## src/rtl/eeprog_pkg.sv

```systemverilog
package eeprog_pkg;

    // Bit of the enhancement word that routes data-out to the EEPROM register
    localparam int ENH_VERIFY_BIT = 1;

    typedef enum logic [2:0] {
        SEQ_IDLE,
        SEQ_LOAD,
        SEQ_ERASE,
        SEQ_GAP,
        SEQ_WRITE,
        SEQ_ENH,
        SEQ_RECALL,
        SEQ_READ
    } seq_state_e;

    typedef enum logic [1:0] {
        SH_IDLE,
        SH_LOW,
        SH_HIGH,
        SH_STROBE
    } sh_state_e;

    typedef struct packed {
        logic erase;
        logic write;
        logic sel;
        logic active;
    } seq_ctl_t;

    function automatic seq_ctl_t seq_ctl(input seq_state_e s);
        seq_ctl_t c;
        c.erase  = (s == SEQ_ERASE);
        c.write  = (s == SEQ_WRITE);
        c.sel    = (s == SEQ_LOAD) || (s == SEQ_RECALL) || (s == SEQ_READ);
        c.active = (s != SEQ_IDLE);
        return c;
    endfunction

endpackage

```

## src/rtl/eeprog_mstimer.sv

```systemverilog
module eeprog_mstimer #(
    parameter int TICK_CYCLES = 50000,
    parameter int MS_W        = 7
) (
    input  logic            clk,
    input  logic            rst,
    input  logic            arm,
    input  logic [MS_W-1:0] ms,
    output logic            expired
);
    localparam int SUB_W = $clog2(TICK_CYCLES + 1);

    logic             run;
    logic [SUB_W-1:0] sub;
    logic [MS_W-1:0]  left;

    assign expired = run && (sub == '0) && (left == '0);

    always_ff @(posedge clk) begin
        if (rst) begin
            run  <= 1'b0;
            sub  <= '0;
            left <= '0;
        end else if (arm) begin
            run  <= 1'b1;
            sub  <= SUB_W'(TICK_CYCLES - 1);
            left <= ms - 1'b1;
        end else if (run) begin
            if (sub == '0) begin
                if (left == '0) begin
                    run <= 1'b0;
                end else begin
                    left <= left - 1'b1;
                    sub  <= SUB_W'(TICK_CYCLES - 1);
                end
            end else begin
                sub <= sub - 1'b1;
            end
        end
    end
endmodule

```

## src/rtl/eeprog_shifter.sv

```systemverilog
module eeprog_shifter
    import eeprog_pkg::*;
#(
    parameter int WORD_W    = 16,
    parameter int SCLK_HALF = 4,
    parameter int NB_W      = $clog2(WORD_W + 1)
) (
    input  logic              clk,
    input  logic              rst,
    input  logic              go,
    input  logic [WORD_W-1:0] word,
    input  logic [NB_W-1:0]   nbits,
    input  logic              sdi,
    output logic              sclk,
    output logic              sdo,
    output logic              strobe,
    output logic              done,
    output logic [WORD_W-1:0] captured
);
    localparam int HC_W = $clog2(SCLK_HALF + 1);

    sh_state_e         st;
    logic [WORD_W-1:0] shreg;
    logic [NB_W-1:0]   left;
    logic [HC_W-1:0]   hcnt;

    assign sdo = shreg[WORD_W-1];

    always_ff @(posedge clk) begin
        if (rst) begin
            st       <= SH_IDLE;
            shreg    <= '0;
            left     <= '0;
            hcnt     <= '0;
            sclk     <= 1'b0;
            strobe   <= 1'b0;
            done     <= 1'b0;
            captured <= '0;
        end else begin
            strobe <= 1'b0;
            done   <= 1'b0;
            case (st)
                SH_IDLE: begin
                    if (go) begin
                        shreg    <= word << (WORD_W - int'(nbits));
                        left     <= nbits - 1'b1;
                        hcnt     <= HC_W'(SCLK_HALF - 1);
                        captured <= '0;
                        st       <= SH_LOW;
                    end
                end
                SH_LOW: begin
                    if (hcnt == '0) begin
                        sclk     <= 1'b1;
                        captured <= {captured[WORD_W-2:0], sdi};
                        hcnt     <= HC_W'(SCLK_HALF - 1);
                        st       <= SH_HIGH;
                    end else begin
                        hcnt <= hcnt - 1'b1;
                    end
                end
                SH_HIGH: begin
                    if (hcnt == '0) begin
                        sclk <= 1'b0;
                        hcnt <= HC_W'(SCLK_HALF - 1);
                        if (left == '0) begin
                            strobe <= 1'b1;
                            shreg  <= '0;
                            st     <= SH_STROBE;
                        end else begin
                            shreg <= shreg << 1;
                            left  <= left - 1'b1;
                            st    <= SH_LOW;
                        end
                    end else begin
                        hcnt <= hcnt - 1'b1;
                    end
                end
                default: begin
                    done <= 1'b1;
                    st   <= SH_IDLE;
                end
            endcase
        end
    end
endmodule

```

## src/rtl/eeprog_seq.sv

```systemverilog
module eeprog_seq
    import eeprog_pkg::*;
#(
    parameter int CLK_HZ      = 50_000_000,
    parameter int TICK_CYCLES = CLK_HZ / 1000,
    parameter int WORD_W      = 16,
    parameter int ENH_W       = 8,
    parameter int SCLK_HALF   = 4,
    parameter int ERASE_MS    = 25,
    parameter int WRITE_MS    = 25,
    parameter int GAP_MS      = 100
) (
    input  logic              clk,
    input  logic              rst,
    input  logic              start,
    input  logic [WORD_W-1:0] cfg_word,
    input  logic              sdout_i,
    output logic              sclk,
    output logic              sdata,
    output logic              ld_stb,
    output logic              ee_sel,
    output logic              erase_en,
    output logic              write_en,
    output logic              prog_n,
    output logic              done,
    output logic              pass,
    output logic              fail
);
    localparam int NB_W   = $clog2(WORD_W + 1);
    localparam int MS_EW  = (ERASE_MS > WRITE_MS) ? ERASE_MS : WRITE_MS;
    localparam int MS_MAX = (GAP_MS > MS_EW) ? GAP_MS : MS_EW;
    localparam int MS_W   = $clog2(MS_MAX + 1);
    localparam logic [WORD_W-1:0] ENH_WORD = WORD_W'(1) << ENH_VERIFY_BIT;

    seq_state_e        state;
    seq_ctl_t          ctl;
    logic [WORD_W-1:0] word_q;
    logic [WORD_W-1:0] sh_word;
    logic [WORD_W-1:0] sh_cap;
    logic [NB_W-1:0]   sh_nbits;
    logic              sh_go;
    logic              sh_done;
    logic              tm_arm;
    logic              tm_exp;
    logic [MS_W-1:0]   tm_ms;
    logic              done_q;
    logic              pass_q;
    logic              fail_q;

    // Timer is armed on the transition edge so each window runs exactly ms*TICK cycles
    always_comb begin
        tm_arm = 1'b0;
        tm_ms  = '0;
        case (state)
            SEQ_LOAD:  if (sh_done) begin tm_arm = 1'b1; tm_ms = MS_W'(ERASE_MS); end
            SEQ_ERASE: if (tm_exp)  begin tm_arm = 1'b1; tm_ms = MS_W'(GAP_MS);   end
            SEQ_GAP:   if (tm_exp)  begin tm_arm = 1'b1; tm_ms = MS_W'(WRITE_MS); end
            default: ;
        endcase
    end

    always_ff @(posedge clk) begin
        if (rst) begin
            state    <= SEQ_IDLE;
            word_q   <= '0;
            sh_go    <= 1'b0;
            sh_word  <= '0;
            sh_nbits <= '0;
            done_q   <= 1'b0;
            pass_q   <= 1'b0;
            fail_q   <= 1'b0;
        end else begin
            sh_go <= 1'b0;
            case (state)
                SEQ_IDLE: begin
                    if (start) begin
                        word_q   <= cfg_word;
                        done_q   <= 1'b0;
                        pass_q   <= 1'b0;
                        fail_q   <= 1'b0;
                        sh_go    <= 1'b1;
                        sh_word  <= cfg_word;
                        sh_nbits <= NB_W'(WORD_W);
                        state    <= SEQ_LOAD;
                    end
                end
                SEQ_LOAD:  if (sh_done) state <= SEQ_ERASE;
                SEQ_ERASE: if (tm_exp)  state <= SEQ_GAP;
                SEQ_GAP:   if (tm_exp)  state <= SEQ_WRITE;
                SEQ_WRITE: begin
                    if (tm_exp) begin
                        sh_go    <= 1'b1;
                        sh_word  <= ENH_WORD;
                        sh_nbits <= NB_W'(ENH_W);
                        state    <= SEQ_ENH;
                    end
                end
                SEQ_ENH: begin
                    if (sh_done) begin
                        sh_go    <= 1'b1;
                        sh_word  <= '0;
                        sh_nbits <= NB_W'(WORD_W);
                        state    <= SEQ_RECALL;
                    end
                end
                SEQ_RECALL: begin
                    if (sh_done) begin
                        sh_go    <= 1'b1;
                        sh_word  <= '0;
                        sh_nbits <= NB_W'(WORD_W);
                        state    <= SEQ_READ;
                    end
                end
                SEQ_READ: begin
                    if (sh_done) begin
                        done_q <= 1'b1;
                        pass_q <= (sh_cap == word_q);
                        fail_q <= (sh_cap != word_q);
                        state  <= SEQ_IDLE;
                    end
                end
                default: state <= SEQ_IDLE;
            endcase
        end
    end

    eeprog_shifter #(
        .WORD_W   (WORD_W),
        .SCLK_HALF(SCLK_HALF),
        .NB_W     (NB_W)
    ) u_shift (
        .clk     (clk),
        .rst     (rst),
        .go      (sh_go),
        .word    (sh_word),
        .nbits   (sh_nbits),
        .sdi     (sdout_i),
        .sclk    (sclk),
        .sdo     (sdata),
        .strobe  (ld_stb),
        .done    (sh_done),
        .captured(sh_cap)
    );

    eeprog_mstimer #(
        .TICK_CYCLES(TICK_CYCLES),
        .MS_W       (MS_W)
    ) u_timer (
        .clk    (clk),
        .rst    (rst),
        .arm    (tm_arm),
        .ms     (tm_ms),
        .expired(tm_exp)
    );

    assign ctl      = seq_ctl(state);
    assign erase_en = ctl.erase;
    assign write_en = ctl.write;
    assign ee_sel   = ctl.sel;
    assign prog_n   = !ctl.active;
    assign done     = done_q;
    assign pass     = pass_q;
    assign fail     = fail_q;
endmodule

```

## config.mk

```make
export PLATFORM = sky130hd
export DESIGN_NAME = eeprog_seq
export DESIGN_NICKNAME = d
export VERILOG_FILES = /design/src/rtl/eeprog_pkg.sv /design/src/rtl/eeprog_mstimer.sv /design/src/rtl/eeprog_shifter.sv /design/src/rtl/eeprog_seq.sv
export SDC_FILE = /design/constraint.sdc
export NUM_CORES = 1
export LEC_CHECK = 0
export BUFFER_PORTS_ARGS = -buffer_cell sky130_fd_sc_hd__buf_2
export CAP_MARGIN = 10
export CORE_MARGIN = 2
export CORE_UTILIZATION = 45
export DETAILED_ROUTE_END_ITERATION = 8
export GPL_TIMING_DRIVEN = 0
export PLACE_DENSITY_LB_ADDON = 0.08
export SYNTH_ARGS = -nofsm -noshare
export SYNTH_HDL_FRONTEND = slang
export SYNTH_SLANG_ARGS = --single-unit
```

## constraint.sdc

```tcl
create_clock -name clk -period 6.6 [get_ports clk]
set_clock_uncertainty 0.15 [all_clocks]
set_input_delay 0.33 -clock clk [delete_from_list [all_inputs] [get_ports clk]]
set_output_delay 0.33 -clock clk [all_outputs]
set_load 0.03 [all_outputs]
```

# Word-level counts from Yosys, hierarchy flattened
# Cells that the tools add are included.
# totals
output_inout_bits,10
wordCells,165
register_bits,113
inputBits,20
# op_classes
eq_ne,27
muxes,69
reduce_logical,39
bitwise,2
n_shift,1
add_sub_neg,7
# op_table
operator,n
16-bit two-way mux,12
16-bit case mux with 2 select lines,2
16-bit case mux with 3 select lines,1
5-bit two-way mux,8
7-bit two-way mux,5
16-bit by 32-bit left shift with 16-bit output,1
3-bit two-way mux,10
3-bit case mux with 8 select lines,1
7-bit case mux with 3 select lines,1
"2-bit by 1-bit != test with 1-bit output, second input constant",9
3-bit AND reduction,6
16-bit equality test,1
16-bit logical NOT,1
16-bit != test,1
"16-bit by 1-bit subtractor with 16-bit output, second input constant",1
1-bit two-way mux,15
5-bit case mux with 3 select lines,1
2-bit nonzero test,7
"7-bit by 1-bit subtractor with 7-bit output, second input constant",2
"3-bit equality test, second input constant",4
"2-bit != test, second input constant",6
1-bit case mux with 2 select lines,5
5-bit case mux with 2 select lines,1
"5-bit by 1-bit subtractor with 5-bit output, second input constant",2
other kinds (25),42

# Logic depth before layout (Yosys ltp)
# Gate-level depths: netlist of the first run.
# logic_depth
depth_word,7
mapped_depth,12
depth_no_buf,12

# By module
# From an unflattened synthesis of the first run, not the netlist that was laid out.
# unflattened
hier_cells,755
area_unflattened_um2,6278.5
# by_module_without_submodules
mod,cells_each,instances,seq_area_each_um2,area_per_inst_um2
eeprog_shifter,353,1,900.9,2881.5
eeprog_seq,226,1,820.8,1888.1
eeprog_mstimer,176,1,480.5,1508.9

# Least setup slack after synthesis of the first run
# No wires, ideal clock.
# synth_path
path_kind,flip-flop to flip-flop
from,register u_timer.sub[11]
to,register u_timer.left[6]
path_buffers,0
required_ps,6334
path_stages_with_launch,11
setup_time_ps,116
period_less_slack_ps,2582
path_slack_ps,4018
arrival_ps,2316
cell_sequence,dfxtp_1 -> nor4_1 -> nand4_1 -> nor3_1 -> a21oi_1 -> nand2_1 -> ha_1 -> o21ai_0 -> o31ai_1 -> a221oi_1 -> a31o_2
# synth_between
elab_chain_cells,7
elab_cells_between_ends,14
classes_between,1 x add/sub; 1 x eq/ne; 6 x mux; 6 x reduce/logical
# synth_lines
item,line,text
start: declaration,eeprog_mstimer.sv:14,logic [SUB_W-1:0] sub;
start signal: assignment,eeprog_mstimer.sv:26,sub <= SUB_W'(TICK_CYCLES - 1);
start signal: assignment,eeprog_mstimer.sv:34,sub <= SUB_W'(TICK_CYCLES - 1);
start signal: assignment,eeprog_mstimer.sv:37,sub <= sub - 1'b1;
16-bit logical NOT *,"eeprog_mstimer.sv:17, eeprog_mstimer.sv:29",
1-bit logical AND (2 in series),eeprog_mstimer.sv:17,assign expired = run && (sub == '0) && (left == '0);
"5-bit two-way mux, or another cell as far along",eeprog_seq.sv:57,SEQ_GAP: if (tm_exp) begin tm_arm = 1'b1; tm_ms = MS_W'(WRITE_MS); end
7-bit case mux with 3 select lines / 1-bit case mux with 2 select lines (equally long branches),eeprog_seq.sv:54,case (state)
"7-bit by 1-bit subtractor with 7-bit output, or another cell as far along",eeprog_mstimer.sv:27,left <= ms - 1'b1;
7-bit two-way mux / 3-bit AND reduction (equally long branches),-,
end signal: assignment,eeprog_mstimer.sv:27,
end signal: assignment,eeprog_mstimer.sv:33,left <= left - 1'b1;
end: declaration,eeprog_mstimer.sv:15,logic [MS_W-1:0] left;
# Mark *: on every way between the ends. The rest lies on a longest branch, timed or not.
# A chain may end at the register's enable or synchronous reset.

# Worst setup path after layout of the first run
# Same ends and word-level chain as after synthesis.

==> report_table.html, run 1 <==
<table>
<tr><th>Metric</th><th>Value</th></tr>
<tr><th colspan="2">Power and ir drop</th></tr>
<tr><td>Overall power after layout</td><td>1.90 mW</td></tr>
<tr><td>Lkg Pwr</td><td>2.15 nW</td></tr>
<tr><td>Cell area power density</td><td>~320 nW/um2</td></tr>
<tr><td>VDD IR max</td><td>about 0.00023 V</td></tr>
<tr><th colspan="2">Layout</th></tr>
<tr><td>Area of all placed cells without fillers</td><td>between 5000 and 6000 um2</td></tr>
<tr><td>Area added between synthesis and finish</td><td>12.3%</td></tr>
<tr><td>Layout cell share with drive strength beyond 1</td><td>11.0%</td></tr>
<tr><td>Number of nets in the final layout</td><td>697</td></tr>
<tr><td>Fill cells</td><td>around 1100</td></tr>
<tr><td>Core utilization of the finished layout</td><td>just over 50%</td></tr>
<tr><td>Antenna diode count</td><td>0</td></tr>
<tr><td>Post-Layout Cell Count</td><td>813</td></tr>
<tr><th colspan="2">GRT</th></tr>
<tr><td>Number of global-route vias before repair</td><td>4531</td></tr>
<tr><td>Number of antenna violations at the first check in global routing</td><td>0</td></tr>
<tr><td>Maximum number of pins on one net before global-route repair</td><td>19</td></tr>
<tr><td>GRT Util Overall</td><td>between 20% and 30%</td></tr>
<tr><td>Overall overflow remaining after global route</td><td>0</td></tr>
<tr><td>First-pass GRT wire length</td><td>~22000 um</td></tr>
<tr><th colspan="2">Placed design</th></tr>
<tr><td>DPL Wire Length</td><td>between 10000 and 15000 um</td></tr>
<tr><td>Number of cells in the design after placement</td><td>between 700 and 800</td></tr>
<tr><td>Setup Slack @ Placement</td><td>3200 ps</td></tr>
<tr><td>IO buf count</td><td>29</td></tr>
<tr><td>Placement Cell Area</td><td>5610 um2</td></tr>
<tr><td>Final weighted congestion of routability-driven global placement</td><td>0.884</td></tr>
<tr><th colspan="2">Worst setup path</th></tr>
<tr><td>Classification of the worst setup path</td><td>reg -&gt; reg</td></tr>
<tr><td>Worst EP required</td><td>about 6700 ps</td></tr>
<tr><td>Reg2Reg Capture Point</td><td>u_timer.left[6]</td></tr>
<tr><td>R2R depth</td><td>10</td></tr>
<tr><td>Type of element capturing the critical path</td><td>flip-flop</td></tr>
<tr><td>Crit path DAT</td><td>between 3000 and 4000 ps</td></tr>
<tr><td>Worst Path Max Fanout</td><td>6</td></tr>
<tr><td>Reg-to-reg critical path startpoint</td><td>u_timer.sub[11]</td></tr>
<tr><td>Critical Path Start Type</td><td>flip-flop</td></tr>
<tr><td>Worst R2R Setup Slack</td><td>roughly 3100 ps</td></tr>
<tr><th colspan="2">Routing</th></tr>
<tr><td>Initial DRC Count</td><td>about 330</td></tr>
<tr><td>1st-pass router iterations</td><td>5</td></tr>
<tr><td>DRC errors left</td><td>0</td></tr>
<tr><td>Vias</td><td>approximately 4700</td></tr>
<tr><td>Detailed-route vias per instance</td><td>slightly below 6</td></tr>
<tr><td>Post-DRT Antenna Nets</td><td>0</td></tr>
<tr><td>Drt wl/cell</td><td>roughly 17 um</td></tr>
<tr><td>DRT Wirelength</td><td>about 14000 um</td></tr>
<tr><th colspan="2">Synthesis</th></tr>
<tr><td>Library cell occupying the most area in the post-synthesis netlist</td><td>dfxtp_1</td></tr>
<tr><td>Avg Cell Area, Syn</td><td>8.45 um2</td></tr>
<tr><td>Number of synthesized flops with an enable pin</td><td>0</td></tr>
<tr><td>Share of flip-flops with an asynchronous set or reset</td><td>0%</td></tr>
<tr><td>Largest cells by area after synthesis</td><td>dfxtp_1, nor2_1, a21oi_1, nand2_1, xnor2_1</td></tr>
<tr><td>Post-Syn Nets</td><td>about 660</td></tr>
<tr><td>Synth warn</td><td>0</td></tr>
<tr><td>Number of library cell types mapped by synthesis</td><td>61</td></tr>
<tr><td>Synthesized area</td><td>roughly 5300 um2</td></tr>
<tr><td>Predominant post-synthesis flop cell</td><td>dfxtp_1</td></tr>
<tr><td>Syn Inst Count</td><td>626</td></tr>
<tr><td>Top-area cell type share of the netlist area</td><td>41.6%</td></tr>
<tr><td>Part of the Yosys area used for sequential elements</td><td>41.6%</td></tr>
<tr><td>Register bit count reported by yosys</td><td>110</td></tr>
<tr><th colspan="2">STA</th></tr>
<tr><td>Period utilisation layout</td><td>52.4%</td></tr>
<tr><td>Number of pins with negative max-slew slack in the final report</td><td>0</td></tr>
<tr><td>Final setup TNS</td><td>0 ps</td></tr>
<tr><td>Final worst path period need</td><td>approximately 3500 ps</td></tr>
<tr><td>Post-Route Hold Slack</td><td>slightly below 70 ps</td></tr>
<tr><td>Final hold vios</td><td>0</td></tr>
<tr><td>Max Clock Freq</td><td>slightly below 300 MHz</td></tr>
<tr><td>Final setup violation count</td><td>0</td></tr>
<tr><td>Max_slew headroom</td><td>roughly two fifths</td></tr>
<tr><td>Setup repair after global routing missed its margin</td><td>no</td></tr>
<tr><td>Crit path setup slack, layout</td><td>3140 ps</td></tr>
<tr><td>Slew @ Worst Pin</td><td>923 ps</td></tr>
<tr><th colspan="2">Clocking</th></tr>
<tr><td>Number of buffers on the longest clock path</td><td>2</td></tr>
<tr><td>Total number of H-tree levels</td><td>3</td></tr>
<tr><td>CTS tree</td><td>built</td></tr>
<tr><td>Root buf cell</td><td>clkbuf_16</td></tr>
<tr><td>Clock latency of the later-clocked register in the worst-skew pair</td><td>roughly 350 ps</td></tr>
<tr><td>Clock Sink Count</td><td>110</td></tr>
<tr><td>Count of hold-fix buffers inserted at cts</td><td>0</td></tr>
<tr><td>Register clock-pin slew on the reported worst setup and hold paths</td><td>70 ps</td></tr>
<tr><td>PostCTS Resize Cnt</td><td>0</td></tr>
<tr><td>Setup repair bufs after CTS</td><td>0</td></tr>
<tr><td>Number of clock buffers inserted by TritonCTS</td><td>9</td></tr>
<tr><th colspan="2">Die</th></tr>
<tr><td>Boundary Pins</td><td>30</td></tr>
<tr><td>DIE AREA</td><td>roughly 13000 um2</td></tr>
<tr><td>Total number of placement rows</td><td>39</td></tr>
<tr><td>Vertical die dimension</td><td>between 100 and 150 um</td></tr>
<tr><td>Starting Density</td><td>between 40% and 50%</td></tr>
<tr><td>Horizontal die dimension</td><td>~110 um</td></tr>
<tr><td>Core ar.</td><td>11500 um2</td></tr>
<tr><th colspan="2">Job</th></tr>
<tr><td># Max-Cap Violations</td><td>0</td></tr>
<tr><th colspan="2">Run status</th></tr>
<tr><td>Status</td><td>finished clean</td></tr>
<tr><th colspan="2">Worst hold path</th></tr>
<tr><td>Worst min-delay path startpoint</td><td>cfg_word[12]</td></tr>
<tr><td>Hold-critical path endpoint</td><td>sh_word[12]</td></tr>
<tr><td>Worst hold path cell count</td><td>2</td></tr>
<tr><td>Min-delay worst type</td><td>in -&gt; reg</td></tr>
</table>
-- cells in the mapped netlist, types with 9 or more instances --
cell      instances
dfxtp_1         110
nor2_1           73
nand2_1          56
a21oi_1          49
nor3_1           33
clkbuf_1         27
xnor2_1          23
o21ai_0          22
a211oi_1         18
a22oi_1          17
a22o_1           15
inv_1            13
nand3_1          13
ha_1             11
nand4_1          11
nor2b_1           9
-- cells by family (layout without fill, tap and decap cells) --
group	Yosys count	count (layout)	synth area share (%)
compound gates	172	172	22.0
xor+xnor	24	24	3.97
fa+ha+maj	11	11	2.60
buf+inv	51	95	3.90
flops	110	110	41.6
mux	8	8	1.51
simple gates	250	250	24.4
-- placed cells by master (no fill, tap or decap), drive strengths merged, types with 2 or more instances in the layout --
master     n
dfxtp    110
nor2      74
nand2     56
a21oi     50
buf       40
clkbuf    37
nor3      34
xnor2     23
o21ai     22
a211oi    19
a22oi     17
a22o      15
inv       15
nand3     13
nand4     12
ha        11
nor4      10
nor2b      9
mux2i      8
a31oi      8
a221oi     8
o31ai      7
or3        7
nor3b      7
or2        6
nand2b     5
a21o       5
and4       4
a2111oi    4
o211ai     3
or4        3
a211o      2
a311oi     2
o31a       2
and2       2
and3       2
a31o       2
bufinv     2
nor4b      2
-- where the power goes --
group,internal (mW),switching [mW]
clock network,0.346,0.253
registers,0.746,0.0597
logic,0.180,0.319
total,1.27,0.631
-- critical path, cell delays in order, from the launching register on --
cell and delay [ps]:
dfxtp_1 340, nor4_1 540, nand4_1 350, nor3_1 580, a21oi_1 250, nand2_1 120
ha_1 260, o21ai_0 120, o31ai_1 250, a221oi_1 140, a31o_2 240
-- worst max path at each step --
stage / from / to / slack [ps] / cells past startpoint
after floorplan: u_timer.sub[11] / u_timer.left[6] / 4020 / 10
after global placement: u_timer.sub[11] / u_timer.left[4] / 3240 / 10
after detailed placement: u_timer.sub[11] / u_timer.left[4] / 3200 / 10
after CTS: u_timer.sub[11] / u_timer.left[4] / 3200 / 10
after global routing: u_timer.sub[4] / u_timer.left[4] / 2840 / 10
final: u_timer.sub[11] / u_timer.left[6] / 3140 / 10
-- layout make-up --
| class | instances | area (um2) | area share (%) |
|---|---|---|---|
| clock buffers | 10 | 239 | 4.02 |
| well taps | 143 | 179 | 3.01 |
| plain buffers | 38 | 158 | 2.65 |
| flip-flops and latches | 110 | 2200 | 37.1 |
| inverters | 13 | 48.8 | 0.821 |
| multi-input cells | 465 | 2880 | 48.5 |
| repair buffers | 29 | 145 | 2.44 |
| clock inverters | 5 | 88.8 | 1.50 |
-- registers in the layout (all words and copies together) (netlist names), 2 cells and up --
name	cells
sh_word	16
u_shift.captured	16
u_shift.shreg	16
u_timer.sub	16
word_q	16
u_timer.left	7
u_shift.left	5
state	3
u_shift.hcnt	3
sh_nbits	2
u_shift.st	2
-- per-layer routing --
metal	routed length [um]	up-vias	GRT usage [%]	part of all wire [%]
li1	-	2363	-	-
met1	6140	2262	27.5	45
met2	6710	98	38.4	49
met3	521	18	5.08	3.8
met4	218	0	6.10	1.6
met5	0	-	0	0
No activity file was read; power rests on OpenSTA's default activity.
==> run 2: changes to the inputs <==
- clock period: 6.6 -> 3.2 ns (I/O delays scaled with it)
==> run 2 against run 1 <==
Clock power rose by 110%. Sequential power up 110%. Critical path depth grew 1. Core utilization grew 2.0 points. Maximum frequency is 16% higher. Combinational power is 110% higher. Global-route usage is 0.24 points higher. Final cell count rose by 2.5%. Critical path type unchanged. Worst setup slack lost 2900 ps. Routed wire length up 1.2%. Sequential share of layout area fell by 1.4 points. Count of clock-buffer cells in the layout is the same.
==> report_table.html, run 2 (synthesis gave the netlist of run 1 again) <==
<table>
<tr><th>Metric</th><th>Value</th></tr>
<tr><th colspan="2">Worst setup path</th></tr>
<tr><td>Worst R2R Setup Slack</td><td>220 ps (-2920 ps)</td></tr>
<tr><td>Cells along the critical path</td><td>clkbuf_1 &gt; nor4_2 &gt; nand2_1 &gt; nor3_4 &gt; a21oi_1 &gt; nand2_1 &gt; ha_1 &gt; o21ai_0 &gt; o31ai_1 &gt; a221oi_1 &gt; a31o_2</td></tr>
<tr><td>Gate family responsible for the most delay along the worst path</td><td>simple AND/OR/NAND/NOR gates</td></tr>
<tr><td>Sum of buffers and inverters on the critical path</td><td>1 (+1)</td></tr>
<tr><td>Reg-to-reg critical path startpoint</td><td>u_timer.left[4]</td></tr>
<tr><td>Critical Path Start Type</td><td>flip-flop</td></tr>
<tr><td>Crit path DAT</td><td>3080 ps (-470 ps)</td></tr>
<tr><td>Worst EP required</td><td>3290 ps (-3400 ps)</td></tr>
<tr><td>CP most frequent cell</td><td>nand2_1</td></tr>
<tr><td>Cell with the largest stage delay on the worst path</td><td>nor4_2</td></tr>
<tr><td>Delay of the slowest cell on the worst path</td><td>380 ps (-200 ps)</td></tr>
<tr><td>Reg2Reg Capture Point</td><td>u_timer.left[6]</td></tr>
<tr><td>Type of element capturing the critical path</td><td>flip-flop</td></tr>
<tr><td>Worst Path Max Fanout</td><td>8 (+2)</td></tr>
<tr><td>R2R depth</td><td>11 (+1)</td></tr>
<tr><td>Classification of the worst setup path</td><td>reg -&gt; reg</td></tr>
<tr><th colspan="2">Layout</th></tr>
<tr><td>Post-Layout Cell Count</td><td>833 (+2.5%)</td></tr>
<tr><td>Area added between synthesis and finish</td><td>16.6%</td></tr>
<tr><td>Area of all placed cells without fillers</td><td>6170 um2 (+3.8%)</td></tr>
<tr><td>Number of nets in the final layout</td><td>717 (+2.9%)</td></tr>
<tr><td>Antenna diode count</td><td>0 (unchanged)</td></tr>
<tr><td>Most common cell after layout, fill and taps aside</td><td>dfxtp_1</td></tr>
<tr><td>Most frequent cells in the layout</td><td>dfxtp_1, nor2_1, nand2_1, a21oi_1, buf_2</td></tr>
<tr><td>Layout cell share with drive strength beyond 1</td><td>11.9% (+0.84 points)</td></tr>
<tr><th colspan="2">Placed design</th></tr>
<tr><td>DPL Wire Length</td><td>10000 um (unchanged)</td></tr>
<tr><td>Number of cells in the design after placement</td><td>798 (unchanged)</td></tr>
<tr><td>Placement Cell Area</td><td>5610 um2 (unchanged)</td></tr>
<tr><td>IO buf count</td><td>29 (unchanged)</td></tr>
<tr><td>Final weighted congestion of routability-driven global placement</td><td>0.884 (unchanged)</td></tr>
<tr><th colspan="2">STA</th></tr>
<tr><td>Slew @ Worst Pin</td><td>929 ps (+5.15 ps)</td></tr>
<tr><td>Period utilisation layout</td><td>93.2% (+41 points)</td></tr>
<tr><td>Final hold vios</td><td>0 (unchanged)</td></tr>
<tr><td>Final worst path period need</td><td>2980 ps (-475 ps)</td></tr>
<tr><td>Final setup violation count</td><td>0 (unchanged)</td></tr>
<tr><td>Setup repair after global routing missed its margin</td><td>no</td></tr>
<tr><td>Max_slew headroom</td><td>37.9% (-0.34 points)</td></tr>
<tr><td>Post-Route Hold Slack</td><td>110 ps (+42.7 ps)</td></tr>
<tr><td>Max Clock Freq</td><td>335 MHz (+16%)</td></tr>
<tr><td>Number of pins with negative max-slew slack in the final report</td><td>0 (unchanged)</td></tr>
<tr><th colspan="2">Die</th></tr>
<tr><td>DIE AREA</td><td>12600 um2 (unchanged)</td></tr>
<tr><td>Boundary Pins</td><td>30 (unchanged)</td></tr>
<tr><td>Horizontal die dimension</td><td>112 um (unchanged)</td></tr>
<tr><td>Total number of placement rows</td><td>39 (unchanged)</td></tr>
<tr><td>Core ar.</td><td>11500 um2 (unchanged)</td></tr>
<tr><td>Vertical die dimension</td><td>112 um (unchanged)</td></tr>
<tr><td>Starting Density</td><td>46.1% (unchanged)</td></tr>
<tr><th colspan="2">Clocking</th></tr>
<tr><td>Clock latency of the later-clocked register in the worst-skew pair</td><td>350 ps (about the same)</td></tr>
<tr><td>Root buf cell</td><td>clkbuf_16</td></tr>
<tr><td>Number of clock buffers inserted by TritonCTS</td><td>9 (unchanged)</td></tr>
<tr><td>CTS tree</td><td>built</td></tr>
<tr><td>Register clock-pin slew on the reported worst setup and hold paths</td><td>70 ps (about the same)</td></tr>
<tr><td>Number of buffers on the longest clock path</td><td>2 (unchanged)</td></tr>
<tr><td>Clock Sink Count</td><td>110 (unchanged)</td></tr>
<tr><td>Total number of H-tree levels</td><td>3 (unchanged)</td></tr>
<tr><th colspan="2">GRT</th></tr>
<tr><td>Number of global-route vias before repair</td><td>4609 (+1.7%)</td></tr>
<tr><td>Number of antenna violations at the first check in global routing</td><td>0 (unchanged)</td></tr>
<tr><td>Maximum number of pins on one net before global-route repair</td><td>19 (unchanged)</td></tr>
<tr><td>Overall overflow remaining after global route</td><td>0 (unchanged)</td></tr>
<tr><td>GRT Util Overall</td><td>22.3% (+0.24 points)</td></tr>
<tr><td>First-pass GRT wire length</td><td>22700 um (+1.1%)</td></tr>
<tr><th colspan="2">Worst hold path</th></tr>
<tr><td>Min-delay worst type</td><td>in -&gt; reg</td></tr>
<tr><td>Worst hold path cell count</td><td>3 (+1)</td></tr>
<tr><td>Hold-critical path endpoint</td><td>sh_word[6]</td></tr>
<tr><td>Worst min-delay path startpoint</td><td>rst</td></tr>
<tr><th colspan="2">Routing</th></tr>
<tr><td>Initial DRC Count</td><td>361 (+9.7%)</td></tr>
<tr><td>1st-pass router iterations</td><td>5 (unchanged)</td></tr>
<tr><td>Drt wl/cell</td><td>16.5 um (-1.3%)</td></tr>
<tr><td>Post-DRT Antenna Nets</td><td>0 (unchanged)</td></tr>
<tr><td>DRC errors left</td><td>0 (unchanged)</td></tr>
<tr><td>Vias</td><td>4852 (+2.3%)</td></tr>
<tr><td>DRT Wirelength</td><td>13800 um (+1.2%)</td></tr>
<tr><td>Detailed-route vias per instance</td><td>5.82 (-0.12%)</td></tr>
<tr><th colspan="2">Job</th></tr>
<tr><td># Max-Cap Violations</td><td>0 (unchanged)</td></tr>
<tr><th colspan="2">Power and ir drop</th></tr>
<tr><td>Sequential Power Share</td><td>42.2% (about the same)</td></tr>
<tr><td>Net switching power</td><td>1.31 mW (+110%)</td></tr>
<tr><td>Part of the power in the clock network</td><td>31.3% (-0.2 points)</td></tr>
<tr><td>Sw Ratio</td><td>33.1% (-0.063 points)</td></tr>
<tr><td>Overall power after layout</td><td>3.95 mW (+110%)</td></tr>
<tr><td>Cell-internal power</td><td>2.64 mW (+110%)</td></tr>
<tr><td>Cell area power density</td><td>640 nW/um2 (+100%)</td></tr>
<tr><td>Lkg Pwr</td><td>2.24 nW (+4.3%)</td></tr>
<tr><td>VDD IR max</td><td>0.000469 V (+110%)</td></tr>
<tr><td>Power share of the combinational group</td><td>26.5% (+0.3 points)</td></tr>
<tr><th colspan="2">Run status</th></tr>
<tr><td>Status</td><td>finished clean</td></tr>
</table>
[run 2: cell count changes in the layout (fill, tap and decap cells not counted), sizes merged]
cell,change
buf,+3
dlygate4sd3,+17
[run 2: routing by layer]
metal | GRT usage (%) | up-vias | wire length, um
met4 | 6.42 | 0 | 242
met2 | 39.2 | 118 | 6820
met3 | 5.08 | 21 | 529
li1 | - | 2400 | -
met1 | 27.4 | 2313 | 6160
met5 | 0 | - | 0
[run 2: worst max-delay path by stage]
stage                    start         endpoint  depth (start not counted)
3_5_place_dp   u_timer.sub[11]  u_timer.left[4]                         10
3_3_place_gp   u_timer.sub[11]  u_timer.left[4]                         10
4_1_cts        u_timer.left[4]  u_timer.left[4]                         11
6_report       u_timer.left[4]  u_timer.left[6]                         11
2_1_floorplan  u_timer.sub[11]  u_timer.left[6]                         10
5_1_grt        u_timer.left[4]  u_timer.left[6]                         11
[run 2: worst min-delay path, delay by kind of cell]
family	cells	cell delay, ps
AO/OA/AOI/OAI	2	300
buffers and inverters	1	110
[run 2: area by class of cell]
cell class	instances	area [um2]
clock inverters	5	88.8
inverters	13	48.8
plain buffers	38	158
multi-input cells	465	2920
clock buffers	10	239
repair buffers	49	338
fillers	1097	5300
well taps	143	179
flip-flops and latches	110	2200
[run 2: timing repair]
| item | in CTS | in global routing |
|---|---|---|
| hold endpoints to repair | 32 | 0 |
| pin swaps | 0 | 1 |
| buffers inserted | 0 | 3 |
| hold buffers | 17 | 0 |
| gates resized for setup | 3 | 3 |
| endpoints found under the setup margin | 2 | 2 |
[run 2: metrics by stage]
| step | setup TNS, ps | util (%) | worst slack, ps |
|---|---|---|---|
| after detailed placement | -356 | 49.0 | -195 |
| after global routing | 0 | 53.8 | 54.9 |
| after global placement | -294 | 49.0 | -161 |
| final | 0 | 53.8 | 218 |
| after CTS | 0 | 53.4 | 128 |
| after floorplan | 0 | - | 618 |
[run 2: power groups by stage]
stage / logic, mW / registers, mW / clock network, mW
6_report: 1.05 / 1.66 / 1.23
5_1_grt: 1.19 / 1.68 / 1.33
4_1_cts: 1.04 / 1.66 / 1.27
3_5_place_dp: 1.02 / 1.69 / 0
3_3_place_gp: 0.993 / 1.69 / 0
2_1_floorplan: 0.765 / 1.68 / 0
